--- config.mk ---
export PLATFORM = sky130hd
export DESIGN_NAME = opnd_addr_gen
export DESIGN_NICKNAME = d
export VERILOG_FILES = /design/src/rtl/eag_pkg.sv /design/src/rtl/eag_addr_calc.sv /design/src/rtl/eag_seq.sv /design/src/rtl/opnd_addr_gen.sv
export SDC_FILE = /design/constraint.sdc
export NUM_CORES = 1
export LEC_CHECK = 0
export BUFFER_PORTS_ARGS = -buffer_cell sky130_fd_sc_hd__buf_4
export CAP_MARGIN = 20
export CELL_PAD_IN_SITES_DETAIL_PLACEMENT = 2
export CELL_PAD_IN_SITES_GLOBAL_PLACEMENT = 2
export CORE_MARGIN = 2
export CORE_UTILIZATION = 36
export DETAILED_ROUTE_END_ITERATION = 7
export PLACE_DENSITY_LB_ADDON = 0.05
export SETUP_SLACK_MARGIN = 0.3
export SLEW_MARGIN = 20
export SYNTH_ARGS = -nofsm -noshare
export SYNTH_HDL_FRONTEND = slang
export SYNTH_HIERARCHICAL = 1
export SYNTH_SLANG_ARGS = --single-unit
--- constraint.sdc ---
create_clock -name clk -period 9.8 [get_ports clk]
set_input_delay 2.45 -clock clk [delete_from_list [all_inputs] [get_ports clk]]
set_output_delay 2.45 -clock clk [all_outputs]
set_load 0.05 [all_outputs]
--- src/rtl/eag_pkg.sv ---
package eag_pkg;

    typedef enum logic [3:0] {
        AM_REG  = 4'd0,
        AM_IMM  = 4'd1,
        AM_DISP = 4'd2,
        AM_RIND = 4'd3,
        AM_IDX  = 4'd4,
        AM_DIR  = 4'd5,
        AM_MIND = 4'd6,
        AM_AINC = 4'd7,
        AM_ADEC = 4'd8,
        AM_SCL  = 4'd9
    } am_e;

    typedef enum logic [1:0] {
        ST_IDLE,
        ST_RD1,
        ST_RD2
    } st_e;

    typedef struct packed {
        logic needs_mem;
        logic chained;
        logic auto_wb;
    } mode_attr_t;

    function automatic am_e to_mode(input logic [3:0] code);
        if (code > 4'd9) return AM_REG;
        return am_e'(code);
    endfunction

    function automatic mode_attr_t attr_of(input am_e m);
        mode_attr_t a;
        a.needs_mem = !(m == AM_REG || m == AM_IMM);
        a.chained   = (m == AM_MIND);
        a.auto_wb   = (m == AM_AINC || m == AM_ADEC);
        return a;
    endfunction

    function automatic logic [3:0] size_bytes(input logic [1:0] szc);
        return 4'd1 << szc;
    endfunction

endpackage

--- src/rtl/eag_addr_calc.sv ---
module eag_addr_calc
    import eag_pkg::*;
#(
    parameter int W = 32
) (
    input  am_e          mode,
    input  logic [1:0]   szc,
    input  logic [W-1:0] base,
    input  logic [W-1:0] index,
    input  logic [W-1:0] imm,
    output logic [W-1:0] ea,
    output logic [W-1:0] wb_next,
    output logic [W-1:0] nomem_val
);
    localparam int PADW = W - 4;

    logic [W-1:0] step;
    logic [W-1:0] base_dec;
    logic [W-1:0] base_inc;
    logic [W-1:0] idx_scaled;

    always_comb begin
        step       = {{PADW{1'b0}}, size_bytes(szc)};
        base_dec   = base - step;
        base_inc   = base + step;
        idx_scaled = index << szc;
        unique case (mode)
            AM_DISP: ea = imm + base;
            AM_IDX:  ea = base + index;
            AM_DIR:  ea = imm;
            AM_ADEC: ea = base_dec;
            AM_SCL:  ea = imm + base + idx_scaled;
            default: ea = base;
        endcase
        wb_next   = (mode == AM_ADEC) ? base_dec : base_inc;
        nomem_val = (mode == AM_IMM) ? imm : base;
    end

endmodule

--- src/rtl/eag_seq.sv ---
module eag_seq
    import eag_pkg::*;
#(
    parameter int W = 32
) (
    input  logic         clk,
    input  logic         rst,
    input  logic         start,
    input  mode_attr_t   attr,
    input  logic [W-1:0] ea,
    input  logic [W-1:0] wb_next,
    input  logic [W-1:0] nomem_val,
    input  logic         mem_valid,
    input  logic [W-1:0] mem_rdata,
    output logic         busy,
    output logic         mem_req,
    output logic [W-1:0] mem_addr,
    output logic         done,
    output logic [W-1:0] operand,
    output logic         wb_en,
    output logic [W-1:0] wb_val
);
    st_e  state;
    logic chain_q;
    logic autowb_q;

    assign busy = (state != ST_IDLE);

    always_ff @(posedge clk) begin
        if (rst) begin
            state    <= ST_IDLE;
            mem_req  <= 1'b0;
            mem_addr <= '0;
            done     <= 1'b0;
            operand  <= '0;
            wb_en    <= 1'b0;
            wb_val   <= '0;
            chain_q  <= 1'b0;
            autowb_q <= 1'b0;
        end else begin
            done  <= 1'b0;
            wb_en <= 1'b0;
            unique case (state)
                ST_IDLE: begin
                    if (start) begin
                        if (attr.needs_mem) begin
                            state    <= ST_RD1;
                            mem_req  <= 1'b1;
                            mem_addr <= ea;
                            chain_q  <= attr.chained;
                            autowb_q <= attr.auto_wb;
                            wb_val   <= wb_next;
                        end else begin
                            done    <= 1'b1;
                            operand <= nomem_val;
                        end
                    end
                end
                ST_RD1: begin
                    if (mem_valid) begin
                        if (chain_q) begin
                            state    <= ST_RD2;
                            mem_addr <= mem_rdata;
                        end else begin
                            state   <= ST_IDLE;
                            mem_req <= 1'b0;
                            done    <= 1'b1;
                            operand <= mem_rdata;
                            wb_en   <= autowb_q;
                        end
                    end
                end
                ST_RD2: begin
                    if (mem_valid) begin
                        state   <= ST_IDLE;
                        mem_req <= 1'b0;
                        done    <= 1'b1;
                        operand <= mem_rdata;
                        wb_en   <= autowb_q;
                    end
                end
                default: state <= ST_IDLE;
            endcase
        end
    end

    a_r11_hold_request: assert property (@(posedge clk) disable iff (rst)
        (mem_req && !mem_valid) |=> (mem_req && $stable(mem_addr)));

    a_r12_wb_with_done: assert property (@(posedge clk) disable iff (rst)
        wb_en |-> done);

    a_r12_done_no_req: assert property (@(posedge clk) disable iff (rst)
        done |-> !mem_req);

    a_r6_chain_addr: assert property (@(posedge clk) disable iff (rst)
        (state == ST_RD1 && chain_q && mem_valid) |=>
            (mem_req && mem_addr == $past(mem_rdata)));

    a_r13_req_from_start: assert property (@(posedge clk) disable iff (rst)
        $rose(mem_req) |-> $past(start));

endmodule

--- src/rtl/opnd_addr_gen.sv ---
module opnd_addr_gen
    import eag_pkg::*;
#(
    parameter int W = 32
) (
    input  logic         clk,
    input  logic         rst,
    input  logic         start,
    input  logic [3:0]   mode,
    input  logic [1:0]   size,
    input  logic [W-1:0] base_val,
    input  logic [W-1:0] index_val,
    input  logic [W-1:0] imm_val,
    output logic         busy,
    output logic         mem_req,
    output logic [W-1:0] mem_addr,
    input  logic         mem_valid,
    input  logic [W-1:0] mem_rdata,
    output logic         done,
    output logic [W-1:0] operand,
    output logic         wb_en,
    output logic [W-1:0] wb_val
);
    am_e          mode_d;
    mode_attr_t   attr_d;
    logic [W-1:0] ea_d;
    logic [W-1:0] wb_next_d;
    logic [W-1:0] nomem_d;

    assign mode_d = to_mode(mode);
    assign attr_d = attr_of(mode_d);

    eag_addr_calc #(.W(W)) u_calc (
        .mode      (mode_d),
        .szc       (size),
        .base      (base_val),
        .index     (index_val),
        .imm       (imm_val),
        .ea        (ea_d),
        .wb_next   (wb_next_d),
        .nomem_val (nomem_d)
    );

    eag_seq #(.W(W)) u_seq (
        .clk       (clk),
        .rst       (rst),
        .start     (start),
        .attr      (attr_d),
        .ea        (ea_d),
        .wb_next   (wb_next_d),
        .nomem_val (nomem_d),
        .mem_valid (mem_valid),
        .mem_rdata (mem_rdata),
        .busy      (busy),
        .mem_req   (mem_req),
        .mem_addr  (mem_addr),
        .done      (done),
        .operand   (operand),
        .wb_en     (wb_en),
        .wb_val    (wb_val)
    );

endmodule

# Yosys cells after proc, flatten, opt, wreduce, memory -nomap -nowiden
# Index checks and enable logic that the tools add are counted.
# Widths: inputs -> output; s select.
# op_classes
n_eq_ne,17
n_mux,39
n_lt_le_gt_ge,1
bitwise_logic,1
n_shift,2
reduce_logical,12
n_addsub,5
# op_table
cell,n
$mux 32,11
$pmux 32 s5,1
$add 32x32->32,3
$pmux 32 s3,1
$pmux 32 s2,1
$add 32x4->32,1
$shl 32x2->32,1
$sub 32x4->32,1
$eq 4x3->1 const B,4
$mux 1,14
$ne 2x2->1 const B,6
$reduce_and 6->1,2
$mux 2,5
$eq 4x4->1 const B,2
$mux 4,2
$pmux 1 s3,2
$pmux 2 s3,1
$reduce_and 5->1,1
$eq 4x1->1 const B,1
$eq 4x2->1 const B,1
$gt 4x4->1 const B,1
$logic_not 4->1,1
$reduce_and 4->1,1
$reduce_bool 2->1,2
10 further kinds,11
# word_totals
regBits,103
elab_cells,86
input_bits,138

# Depth between registers and ports, before layout
# Gate-level depths: netlist of the first run.
# depth
word_depth,8
ltp_mapped,23
depth_no_buf,23

# Cells and area by module
# The synthesis of the first run kept the hierarchy.
# by_module_without_submodules
mod,instances,cells_per_inst,area_each_um2,seq_area_each_um2
eag_addr_calc,1,1239,8831.0,0.0
eag_seq,1,481,4237.8,2062.0
opnd_addr_gen,1,10,81.3,0.0

# Worst setup path before layout of the first run
# OpenSTA, ideal clock, no wires.
# synth_path
path_type,input -> register
from,in base_val[0]
to,reg u_seq.mem_addr[31]
setup_ns,0.086
path_slack_ns,2.953
stages,23
arrival_time_ns,6.762
cell_sequence,ha_1 fa_1 a211oi_1 o21ai_2 o22a_2 a31oi_1 o31ai_4 a32oi_1 nand2b_1 a21oi_1 xnor2_1 ha_1 clkbuf_1 nand2_1 nor3_1 nand2_1 o31ai_1 xnor2_1 xnor2_1 nand2_1 a41oi_1 mux2i_1 a211oi_1
# synth_via
elab_chain_len,6
elab_cells_between_ends,8
# synth_rtl
item,line_no,rtl
start: declaration,opnd_addr_gen.sv:11,"input logic [W-1:0] base_val,"
$add 32x32->32,"eag_addr_calc.sv:28, eag_addr_calc.sv:32",
$add 32x32->32,eag_addr_calc.sv:32,AM_SCL: ea = imm + base + idx_scaled;
$pmux 32 s5 (*),eag_addr_calc.sv:27,unique case (mode)
named net ea_d[31],opnd_addr_gen.sv:26,logic [W-1:0] ea_d;
$mux 32 (*),eag_seq.sv:46,if (attr.needs_mem) begin
$mux 32 (*),eag_seq.sv:45,if (start) begin
$pmux 32 s2 (*),eag_seq.sv:43,unique case (state)
end signal: assignment,eag_seq.sv:63,mem_addr <= mem_rdata;
end: declaration,eag_seq.sv:17,"output logic [W-1:0] mem_addr,"
# Mark *: on every way through the listed nets, which the timed path passes. The rest lies on a longest branch. The select of a mux whose other input is x is not followed.
# A chain may end at the register's enable or synchronous reset.

# Worst setup path in the final report of the first run
# Same ends and word-level chain as after synthesis.

==> reports/results.md, run 1 <==
| Step | Quantity | Reported |
|---|---|---|
| die | Horizontal extent of the die | 195 um |
| setup path | Series of cell instances along the critical path | buf_4 -> ha_1 -> fa_1 -> a211oi_1 -> o21ai_2 -> o22a_2 -> a31oi_1 -> o31ai_4 -> a32oi_1 -> nand2b_1 -> a21oi_1 -> xnor2_1 -> ha_1 -> o21a_1 -> o21ai_0 -> a31oi_1 -> a311oi_1 -> o31ai_1 -> xnor2_1 -> xnor2_1 -> nand2_1 -> a41oi_1 -> mux2i_1 -> a211oi_1 |
| logic synthesis | Portion of the post-synthesis area used by sequential elements | 0.157 |
| cts | Clock transition at path regs | 70 ps |
| logic synthesis | Top post-synthesis cells by area | sky130_fd_sc_hd__dfxtp_1 (16%), sky130_fd_sc_hd__ha_1 (10%), sky130_fd_sc_hd__a21oi_1 (7.6%) |
| sta | Tcrit/Tclk final | 0.775 |
| finish | Post-route standard cell area excluding fillers | 15,500 sq um |
| placement | Port Buffers | 237 |
| cts | Maximum clock insertion buffer count | 2 |
| setup path | Crit. End Element | flop |
| logic synthesis | Xor and xnor area share after synthesis | 0.0859 |
| drt | Final wirelength | 61,500 um |
| setup path | Startpoint class of the critical path | primary input |
| setup path | Critical Path Slowest Stage Cell | sky130_fd_sc_hd__fa_1 |
| finish | Diode count | 0 |
| logic synthesis | Synth Area per Inst | 7.60 sq um |
| die | Core region area | 36,300 sq um |
| cts | Clock sink count | 103 |
| sta | Total count of max-transition violations in the final report | 0 |
| cts | Root cell of the clock tree | sky130_fd_sc_hd__clkbuf_16 |
| placement | HPWL after DPL | 49,300 um |
| sta | Unrepaired setup endpoints after global routing | no |
| min path | Type of the tightest min-delay check | flop to flop |
| finish | Core utilization of the finished layout | 0.428 |
| sta | Worst path setup slack after routing | 2210 ps |
| logic synthesis | Number of enable flip-flop cells after synthesis | 0 |
| grt | Residual overflow from global routing | 0 |
| logic synthesis | Post-synthesis cell type count | 91 |
| logic synthesis | Area share of fa/ha/maj cells after synthesis | 0.109 |
| setup path | Slowest stage delay, CP | 440 ps |
| logic synthesis | Synthesized-area fraction occupied by ao, oa, aoi and oai cells | 0.307 |
| grt | Global-route wire length before repair | 93,800 um |
| cts | Cts bufs inserted | 9 |
| power | Power Total | 2470 uW |
| sta | Largest clock skew in the final design | 8.76 ps |
| sta | Rel. slew slack | 0.311 |
| cts | Clock H-tree levels | 3 |
| setup path | CP Max Fanout | 11 |
| sta | Total of endpoints with negative setup slack in the final report | 0 |
| drt | Count of antenna-violating nets left after detailed routing | 0 |
| cts | Post CTS Setup Buffer Count | 0 |
| logic synthesis | Commonest register cell after synthesis | sky130_fd_sc_hd__dfxtp_1 |
| sta | Measured slew at the worst slew-check pin | 1020 ps |
| logic synthesis | Simple-gate share of the synthesized area | 0.186 |
| grt | Number of global-route vias before repair | 15,472 |
| placement | Placement-stage worst setup slack | 1880 ps |
| min path | Hold Path Cell Cnt | 2 |
| sta | Final critical path time including I/O delays and setup | 7590 ps |
| sta | Setup TNS after final layout | 0 ps |
| setup path | Crit Path Class | primary input to flop |
| finish | Number of fillers in the final layout | 4,299 |
| logic synthesis | Synthesized netlist cell count | 1,730 |
| drt | Initial DRC Count | 686 |
| finish | Layout cell share with drive strength beyond 1 | 0.198 |
| cts | Resize count post-CTS | 0 |
| sta | Achievable frequency | 132 MHz |
| setup path | Worst path most repeated cell | sky130_fd_sc_hd__xnor2_1 |
| logic synthesis | Cell type contributing the most total cell area after synthesis | sky130_fd_sc_hd__dfxtp_1 |
| logic synthesis | Largest family of logic cells by synthesized area | compound AO/OA/AOI/OAI gates |
| logic synthesis | Net count of the mapped netlist | 1,980 |
| die | Initial Util | 0.363 |
| logic synthesis | Share of synthesized area spent on multiplexers | 0.108 |
| finish | Area overhead of the layout relative to synthesis | 18.0% |
| drt | Wire per inst | 26.2 um |
| drt | DRT Pass-1 Iters | 7 |
| logic synthesis | Count of yosys warnings during synthesis | 6 |
| placement | Final RePlAce weighted congestion | 0.933 |
| logic synthesis | Cell area after synthesis | 13,200 sq um |
| setup path | Arrival time reported for the critical path endpoint | 7860 ps |
| power | Worst ir drop on vdd | 0.0976 mV |
| placement | Area of placed instances | 15,200 sq um |
| power | Power per unit of standard cell area | 159 nW/um^2 |
| die | Top-Level Pins | 238 |
| status | Status | completed |
| drt | Via density | 6.17 |
| cts | Number of buffers added to fix hold violations after cts | 0 |
| logic synthesis | Number of synthesized register bits | 103 |
| finish | Layout net count | 2,126 |
| setup path | Data required time at the worst endpoint | 10,070 ps |
| setup path | Worst reg2reg path depth | 8 |
| logic synthesis | Async SR Flop Fraction | 0 |
| die | Die outline height | 195 um |
| drt | Vias after detailed routing | 14,490 |
| die | Standard-cell rows | 70 |
| cts | Source-to-sink clock delay at the later pin of the worst-skew pair | 360 ps |
| logic synthesis | Area share of the largest cell type after synthesis | 0.157 |
| power | Static leakage | 0.00630 uW |
| cts | TritonCTS clock tree | done |
| drt | Residual DRC count | 0 |
| grt | Antenna violations before repair | 3 |
| run | Reported max-cap violation count | 0 |
| sta | Final-report hold violation count | 0 |
| grt | Global-route total usage across every layer | 0.318 |
| setup path | Slack of the worst reg-to-reg path | 6390 ps |
| die | Area enclosed by the die boundary | 38,100 sq um |
| grt | Largest net degree at the start of global routing | 83 |
-- placed cells by master, fill, tap and decap left out, drive strengths merged, types with 45 or more instances in the layout --
cell type    n
nand2      185
xnor2       74
a21oi      199
ha         107
o22ai       45
mux2i       47
buf        255
a211oi      78
xor2        55
dfxtp      103
nor2       123
o21ai       84
-- where the power goes --
| group | internal (uW) | leakage (uW) | switching (uW) |
|---|---|---|---|
| Sequential | 485 | 0.000846 | 44.4 |
| Clock | 199 | 0.000136 | 167 |
| Combinational | 544 | 0.00532 | 1030 |
-- cell type report --
cell class	count	area (sq um)	share of cell area
multi-input cells	1464	10500	0.677
flip-flops and latches	103	2060	0.133
repair buffers	255	1910	0.123
well taps	468	586	0.0377
clock buffers	11	233	0.0150
inverters	43	161	0.0104
clock inverters	5	58.8	0.00379
-- metrics by stage --
stage / hold WS, ps / std cells
6_report: 463 / 2349
5_1_grt: 486 / 2349
3_3_place_gp: 446 / 2333
4_1_cts: 465 / 2349
2_1_floorplan: 427 / 1730
3_5_place_dp: 449 / 2333
-- cells by family after synthesis --
family / after synthesis
adder cells (fa/ha/maj): 112
XOR/XNOR: 129
buffers and inverters: 163
flip-flops: 103
AND/OR/NAND/NOR: 505
AO/OA/AOI/OAI: 615
multiplexers: 103
-- final timing paths --
check              startpoint                  to
max               base_val[0]  u_seq/mem_addr[31]
max reg2reg    u_seq/state[1]  u_seq/mem_addr[11]
min          u_seq/wb_val[16]    u_seq/wb_val[16]
min reg2reg  u_seq/wb_val[16]    u_seq/wb_val[16]
-- cells in the mapped netlist (all sizes together) (27+ instances only) --
cell and count:
a21oi 199, inv 43, nand2 185, xnor2 74, nor3 27, a211oi 78
o21ai 84, nand3 39, mux2 28, o22ai 45, clkbuf 97, dfxtp 103
xor2 55, a21o 42, ha 107, nor2 123, mux2i 47, mux4 28
-- layer usage --
layer,GRT usage,part of all wire
met5,0,0.00076
met4,0.133,0.048
met2,0.611,0.53
met1,0.350,0.39
met3,0.0382,0.031
-- flip-flops by register name, summed over array words and instances (netlist names) --
| register | cells |
|---|---|
| u_seq/wb_val | 32 |
| u_seq/mem_req | 1 |
| u_seq/chain_q | 1 |
| u_seq/operand | 32 |
| u_seq/mem_addr | 32 |
| u_seq/wb_en | 1 |
| u_seq/autowb_q | 1 |
| u_seq/state | 2 |
| u_seq/done | 1 |
-- worst max-delay path: cells and delay by family --
| family | cells | cell delay [ps] |
|---|---|---|
| buffers and inverters | 1 | 130 |
| multiplexers | 1 | 100 |
| AND/OR/NAND/NOR | 2 | 190 |
| adder cells (fa/ha/maj) | 3 | 1120 |
| AO/OA/AOI/OAI | 14 | 3330 |
| XOR/XNOR | 3 | 560 |
No activity file was read; power rests on OpenSTA's default activity.
==> run 2: changes to the inputs <==
--- a/config.mk
+++ b/config.mk
@@ -10,7 +10,7 @@
 export CELL_PAD_IN_SITES_DETAIL_PLACEMENT = 2
 export CELL_PAD_IN_SITES_GLOBAL_PLACEMENT = 2
 export CORE_MARGIN = 2
-export CORE_UTILIZATION = 36
+export CORE_UTILIZATION = 30
 export DETAILED_ROUTE_END_ITERATION = 7
 export PLACE_DENSITY_LB_ADDON = 0.05
 export SETUP_SLACK_MARGIN = 0.3
==> constraint.sdc (replaced) <==
create_clock -name clk -period 6.7 [get_ports clk]
set_input_delay 1.675 -clock clk [delete_from_list [all_inputs] [get_ports clk]]
set_output_delay 1.675 -clock clk [all_outputs]
set_load 0.05 [all_outputs]
==> run 2 against run 1 <==
Against the previous run:
- utilization is 5.7 points lower
- sequential power increased by 46%
- clock power grew 56%
- combinational power up 50%
- hold slack gained 2.7 ps
- die area up 20%
- via count grew 0.57%
==> reports/results.md, run 2 (same netlist as run 1, synthesis figures left out) <==
| Step | Quantity | Reported |
|---|---|---|
| status | Status | completed |
| drt | Initial DRC Count | 672 |
| sta | Final-report hold violation count | 0 |
| grt | Number of global-route vias before repair | 15,601 |
| drt | Residual DRC count | 0 |
| setup path | Crit Path Class | primary input to flop |
| finish | Layout cell share with drive strength beyond 1 | 0.219 |
| power | Power per unit of standard cell area | 231 nW/um^2 |
| sta | Rel. slew slack | 0.313 |
| sta | Largest clock skew in the final design | 9.84 ps |
| sta | Total of endpoints with negative setup slack in the final report | 0 |
| power | Worst ir drop on vdd | 0.143 mV |
| cts | TritonCTS clock tree | done |
| finish | Number of fillers in the final layout | 5,097 |
| finish | Most common library cell in the layout ignoring fill and taps | sky130_fd_sc_hd__buf_4 |
| die | Standard-cell rows | 76 |
| drt | DRT Pass-1 Iters | 5 |
| cts | Clock H-tree levels | 3 |
| setup path | Startpoint of the most critical register-to-register path | u_seq/state[1] |
| grt | Residual overflow from global routing | 0 |
| setup path | Endpoint of the worst register-to-register path | u_seq/operand[2] |
| die | Horizontal extent of the die | 213 um |
| power | Static leakage | 0.00650 uW |
| setup path | Arrival time reported for the critical path endpoint | 6360 ps |
| placement | HPWL after DPL | 53,100 um |
| finish | Highest-count cells in the layout ignoring fill and taps | sky130_fd_sc_hd__buf_4 (286), sky130_fd_sc_hd__a21oi_1 (196), sky130_fd_sc_hd__nand2_1 (185), sky130_fd_sc_hd__nor2_1 (120), sky130_fd_sc_hd__ha_1 (106) |
| grt | Global-route total usage across every layer | 0.280 |
| grt | Antenna violations before repair | 3 |
| finish | Area used by multi-input combinational logic | 10,500 sq um |
| finish | Area overhead of the layout relative to synthesis | 21.8% |
| sta | Tcrit/Tclk final | 0.913 |
| die | Die outline height | 213 um |
| drt | Count of antenna-violating nets left after detailed routing | 0 |
| sta | Total count of max-transition violations in the final report | 0 |
| sta | Setup TNS after final layout | 0 ps |
| die | Initial Util | 0.305 |
| sta | Unrepaired setup endpoints after global routing | no |
| sta | Measured slew at the worst slew-check pin | 1020 ps |
| grt | Global-route wire length before repair | 96,200 um |
| finish | Register Area | 2060 sq um |
| drt | Vias after detailed routing | 14,573 |
| power | Switching part of the total | 0.501 |
| setup path | Startpoint class of the critical path | primary input |
| finish | Layout net count | 2,160 |
| setup path | Crit. End Element | flop |
| finish | Post-route standard cell area excluding fillers | 16,000 sq um |
| die | Area enclosed by the die boundary | 45,500 sq um |
| min path | Hold Path Cell Cnt | 2 |
| run | Reported max-cap violation count | 0 |
| power | Power share of the combinational group | 0.637 |
| cts | Clock sink count | 103 |
| die | Core region area | 43,200 sq um |
| power | Net switching component of the power | 1850 uW |
| cts | Source-to-sink clock delay at the later pin of the worst-skew pair | 370 ps |
| finish | Largest registers in the final layout | u_seq/mem_addr x32, u_seq/operand x32, u_seq/wb_val x32 |
| placement | Area of placed instances | 15,600 sq um |
| sta | Final critical path time including I/O delays and setup | 6120 ps |
| cts | Cts bufs inserted | 9 |
| min path | Startpoint of the most critical hold path | u_seq/wb_val[26] |
| drt | Wire per inst | 25.9 um |
| sta | Hold Worst Slack | 465 ps |
| die | Top-Level Pins | 238 |
| placement | Final RePlAce weighted congestion | 0.945 |
| grt | Largest net degree at the start of global routing | 71 |
| power | Portion of total power attributed to the clock network | 0.154 |
| setup path | Slack of the worst reg-to-reg path | 3760 ps |
| cts | Clock transition at path regs | 80 ps |
| cts | Root cell of the clock tree | sky130_fd_sc_hd__clkbuf_16 |
| sta | Achievable frequency | 164 MHz |
| min path | Worst min-delay path endpoint | u_seq/wb_val[26] |
| power | Fraction of power consumed by sequential logic | 0.209 |
| placement | Port Buffers | 237 |
| power | Internal | 1850 uW |
| min path | Type of the tightest min-delay check | flop to flop |
| drt | Final wirelength | 64,900 um |
| setup path | CP Max Fanout | 10 |
| setup path | Data required time at the worst endpoint | 6940 ps |
| finish | Core utilization of the finished layout | 0.371 |
| cts | Maximum clock insertion buffer count | 2 |
| setup path | Worst reg2reg path depth | 8 |
| drt | Via density | 5.83 |
[run 2: cell count changes in the layout (fill, tap and decap cells not counted), moves of 2 or more]
cell                         previous run  this run
sky130_fd_sc_hd__a21oi_2                0         3
sky130_fd_sc_hd__buf_4                255       286
sky130_fd_sc_hd__a21oi_1              199       196
sky130_fd_sc_hd__clkbuf_1               2         0
sky130_fd_sc_hd__clkinvlp_4             2         0
sky130_fd_sc_hd__buf_12                 0         2
sky130_fd_sc_hd__inv_6                  0         3
[run 2: area by class of cell]
cell class	instances	area share
tap	585	0.0457
inverter	43	0.0101
clock inverter	7	0.00562
multi-input combinational	1464	0.658
clock buffer	9	0.0141
sequential	103	0.129
antenna	1	0.000156
timing repair buffer	289	0.137
[run 2: metal layers]
| metal | vias up | share of wire | global-route usage |
|---|---|---|---|
| met2 | 283 | 0.52 | 0.525 |
| met1 | 7302 | 0.39 | 0.312 |
| met4 | 6 | 0.055 | 0.141 |
| met3 | 129 | 0.028 | 0.0328 |
| met5 | - | 0.00060 | 0 |
| li1 | 6853 | - | - |
[run 2: power groups by stage]
| stage | Combinational (uW) | Sequential [uW] | Clock [uW] |
|---|---|---|---|
| detailed placement | 2330 | 789 | 0 |
| global route | 2530 | 785 | 606 |
| floorplan | 1220 | 1100 | 0 |
| finish | 2350 | 773 | 570 |
| global placement | 2290 | 788 | 0 |
| CTS | 2350 | 776 | 584 |
[run 2: stage by stage]
| stage | setup WS, ps | instances | total power, uW |
|---|---|---|---|
| finish | 584 | 2501 | 3700 |
| global route | 307 | 2500 | 3930 |
| CTS | 411 | 2498 | 3710 |
| detailed placement | 17.6 | 2482 | 3120 |
| global placement | 94.4 | 2481 | 3070 |
| floorplan | 628 | 1730 | 2320 |
[run 2: critical path, cell delays in order]
cell and delay, ps:
sky130_fd_sc_hd__buf_4 130, sky130_fd_sc_hd__ha_1 240, sky130_fd_sc_hd__fa_2 390, sky130_fd_sc_hd__a211oi_2 250, sky130_fd_sc_hd__o21ai_2 120, sky130_fd_sc_hd__o22a_2 230
sky130_fd_sc_hd__a31oi_2 180, sky130_fd_sc_hd__buf_4 170, sky130_fd_sc_hd__o31ai_4 80, sky130_fd_sc_hd__a32oi_2 260, sky130_fd_sc_hd__nand2b_1 90, sky130_fd_sc_hd__a21oi_1 180
sky130_fd_sc_hd__xnor2_1 150, sky130_fd_sc_hd__ha_1 270, sky130_fd_sc_hd__buf_4 180, sky130_fd_sc_hd__nand4_1 150, sky130_fd_sc_hd__a21oi_1 70, sky130_fd_sc_hd__a2111oi_0 630
sky130_fd_sc_hd__nand4_1 260, sky130_fd_sc_hd__o22ai_1 160, sky130_fd_sc_hd__o21ai_0 210, sky130_fd_sc_hd__mux2i_1 190, sky130_fd_sc_hd__a211oi_1 90
[run 2: how the worst max path moves through the flow]
| stage | depth (start not counted) | slack, ps | from | endpoint |
|---|---|---|---|---|
| 3_3_place_gp | 25 | 90 | base_val[0] | u_seq/mem_addr[31] |
| 5_1_grt | 23 | 310 | base_val[0] | u_seq/mem_addr[31] |
| 6_report | 23 | 580 | base_val[0] | u_seq/mem_addr[28] |
| 2_1_floorplan | 23 | 630 | base_val[0] | u_seq/mem_addr[31] |
| 4_1_cts | 24 | 410 | base_val[0] | u_seq/mem_addr[31] |
| 3_5_place_dp | 24 | 20 | base_val[0] | u_seq/mem_addr[31] |
[run 2: timing repair]
action	CTS	global route
buffers inserted	0	2
hold endpoints to repair	0	0
hold buffers	0	0
gates resized for setup	0	12
setup endpoints to repair	0	10
==> run 3: changes to the inputs <==
--- a/config.mk
+++ b/config.mk
@@ -12,7 +12,7 @@
 export CORE_MARGIN = 2
 export CORE_UTILIZATION = 30
 export DETAILED_ROUTE_END_ITERATION = 7
-export PLACE_DENSITY_LB_ADDON = 0.05
+export PLACE_DENSITY_LB_ADDON = 0.1
 export SETUP_SLACK_MARGIN = 0.3
 export SLEW_MARGIN = 20
 export SYNTH_ARGS = -nofsm -noshare
==> run 3 against run 2 <==
Against the previous run:
- worst setup slack lost 87 ps
- utilization fell by 0.058 points
- non-clock buffer count is 4 lower
- die area did not move
- critical endpoint is now u_seq/mem_addr[23]
- highest routed layer unchanged
==> reports/results.md, run 3 (same netlist as run 1, synthesis figures left out) <==
| Step | Quantity | Reported |
|---|---|---|
| drt | Final wirelength | 64,600 um |
| die | Die outline height | 213 um |
| power | Worst ir drop on vdd | 0.153 mV |
| status | Status | completed |
| cts | Clock sink count | 103 |
| drt | Via density | 5.81 |
| sta | Total count of max-transition violations in the final report | 0 |
| drt | Count of antenna-violating nets left after detailed routing | 0 |
| sta | Largest clock skew in the final design | 11.2 ps |
| cts | Clock H-tree levels | 3 |
| cts | Root cell of the clock tree | sky130_fd_sc_hd__clkbuf_16 |
| sta | Final-report hold violation count | 0 |
| drt | Residual DRC count | 0 |
| setup path | Series of cell instances along the critical path | buf_4 -> ha_1 -> fa_2 -> a211oi_2 -> o21ai_2 -> o22a_2 -> a31oi_1 -> buf_4 -> nand2b_1 -> a21oi_1 -> xnor2_1 -> ha_1 -> a21oi_1 -> o21ai_0 -> or3_1 -> o211a_1 -> or2_2 -> xor2_1 -> a221o_1 -> a2bb2oi_1 -> mux2i_1 -> a211oi_1 |
| drt | Initial DRC Count | 591 |
| finish | Layout cell share with drive strength beyond 1 | 0.218 |
| setup path | Startpoint class of the critical path | primary input |
| run | Reported max-cap violation count | 0 |
| sta | Achievable frequency | 161 MHz |
| sta | Tcrit/Tclk final | 0.926 |
| die | Standard-cell rows | 76 |
| die | Initial Util | 0.305 |
| cts | Clock transition at path regs | 80 ps |
| finish | Layout net count | 2,156 |
| grt | Global-route wire length before repair | 96,400 um |
| placement | Final RePlAce weighted congestion | 0.939 |
| setup path | Crit. End Element | flop |
| power | Power Total | 3710 uW |
| power | Power per unit of standard cell area | 232 nW/um^2 |
| drt | DRT Pass-1 Iters | 4 |
| placement | HPWL after DPL | 52,500 um |
| drt | Wire per inst | 25.9 um |
| cts | Cts bufs inserted | 9 |
| sta | Total of endpoints with negative setup slack in the final report | 0 |
| cts | Source-to-sink clock delay at the later pin of the worst-skew pair | 370 ps |
| sta | Setup TNS after final layout | 0 ps |
| finish | Highest-count cells in the layout ignoring fill and taps | sky130_fd_sc_hd__buf_4 (282), sky130_fd_sc_hd__a21oi_1 (196), sky130_fd_sc_hd__nand2_1 (185), sky130_fd_sc_hd__nor2_1 (121), sky130_fd_sc_hd__ha_1 (105) |
| grt | Number of global-route vias before repair | 15,783 |
| setup path | Slack of the worst reg-to-reg path | 3820 ps |
| grt | Antenna violations before repair | 4 |
| finish | Most common library cell in the layout ignoring fill and taps | sky130_fd_sc_hd__buf_4 |
| setup path | Critical Path Slowest Stage Cell | sky130_fd_sc_hd__fa_2 |
| placement | Number of cells in the design after placement | 2,480 |
| die | Horizontal extent of the die | 213 um |
| finish | Area overhead of the layout relative to synthesis | 21.6% |
| cts | Post CTS Setup Buffer Count | 0 |
| setup path | Data required time at the worst endpoint | 6970 ps |
| setup path | Number of buffers and inverters on the critical path | 2 |
| grt | Residual overflow from global routing | 0 |
| grt | Largest net degree at the start of global routing | 68 |
| die | Area enclosed by the die boundary | 45,500 sq um |
| setup path | CP Max Fanout | 5 |
| setup path | Slowest stage delay, CP | 400 ps |
| finish | Core utilization of the finished layout | 0.370 |
| die | Top-Level Pins | 238 |
| power | Static leakage | 0.00648 uW |
| sta | Measured slew at the worst slew-check pin | 1050 ps |
| cts | TritonCTS clock tree | done |
| drt | Vias after detailed routing | 14,503 |
| min path | Type of the tightest min-delay check | flop to flop |
| placement | Port Buffers | 237 |
| sta | Rel. slew slack | 0.295 |
| setup path | Kind of cell adding the most delay to the critical path | compound AO/OA/AOI/OAI gates |
| grt | Global-route total usage across every layer | 0.281 |
| cts | Maximum clock insertion buffer count | 2 |
| die | Core region area | 43,200 sq um |
| cts | Number of buffers added to fix hold violations after cts | 0 |
| finish | Non-Filler Instances | 2,497 |
| finish | Largest registers in the final layout | u_seq/mem_addr x32, u_seq/operand x32, u_seq/wb_val x32 |
| sta | Final critical path time including I/O delays and setup | 6200 ps |
| setup path | Crit Path Class | primary input to flop |
| sta | Unrepaired setup endpoints after global routing | yes |
| setup path | Arrival time reported for the critical path endpoint | 6470 ps |
-- run 3: cell count changes in the layout (fill, tap and decap cells not counted), moves of 2 or more --
cell,change
sky130_fd_sc_hd__a211oi_2,+2
sky130_fd_sc_hd__a211oi_1,-2
sky130_fd_sc_hd__o21ai_2,+2
sky130_fd_sc_hd__inv_6,-2
sky130_fd_sc_hd__nor3_2,-2
sky130_fd_sc_hd__buf_4,-4
-- run 3: worst paths after layout --
| path | startpoint | end | cells after the start |
|---|---|---|---|
| worst min-delay path | u_seq/wb_val[11] | u_seq/wb_val[11] | 2 |
| worst max register to register | u_seq/state[1] | u_seq/operand[9] | 8 |
| worst max-delay path | base_val[0] | u_seq/mem_addr[23] | 22 |
| worst min register to register | u_seq/wb_val[11] | u_seq/wb_val[11] | 2 |
-- run 3: stage by stage --
step	area [sq um]	worst slack (ps)	hold slack [ps]
2_1_floorplan	13200	628	427
6_report	16000	497	467
3_5_place_dp	15600	-58.6	458
4_1_cts	15900	306	468
3_3_place_gp	15600	116	448
5_1_grt	16000	221	489
-- run 3: power breakdown --
| part | switching (uW) | internal (uW) | total [uW] |
|---|---|---|---|
| Combinational | 1530 | 842 | 2370 |
| Sequential | 64.9 | 709 | 774 |
| Clock | 262 | 302 | 565 |
| Total | 1850 | 1850 | 3710 |
-- run 3: what timing repair did --
action | in CTS | in global routing
gates resized for setup | 0 | 14
endpoints found under the setup margin | 0 | 10
hold endpoints to repair | 0 | 0
-- run 3: routing by layer --
layer | vias to the layer above | track usage | wire, um
li1 | 6840 | - | -
met1 | 7307 | 0.313 | 25600
met2 | 251 | 0.544 | 34800
met3 | 99 | 0.0313 | 1690
met4 | 6 | 0.102 | 2450
met5 | - | 0 | 35
-- run 3: final cells by class --
| cell class | count | area, sq um |
|---|---|---|
| Clock buffer | 10 | 239 |
| Antenna cell | 1 | 2.50 |
| Timing Repair Buffer | 285 | 2170 |
| Fill cell | 5125 | 27200 |
| Multi-Input combinational cell | 1464 | 10600 |
| Clock inverter | 6 | 68.8 |
| Inverter | 43 | 161 |
| Tap cell | 585 | 732 |
| Sequential cell | 103 | 2060 |
-- run 3: worst reg2reg max path, cell delays in order (launching register included) --
cell	delay (ps)
sky130_fd_sc_hd__dfxtp_1	390
sky130_fd_sc_hd__inv_1	130
sky130_fd_sc_hd__ha_2	190
sky130_fd_sc_hd__buf_4	320
sky130_fd_sc_hd__nor2b_1	330
sky130_fd_sc_hd__nor3_2	620
sky130_fd_sc_hd__buf_4	430
sky130_fd_sc_hd__a21oi_1	130
sky130_fd_sc_hd__a211oi_1	260
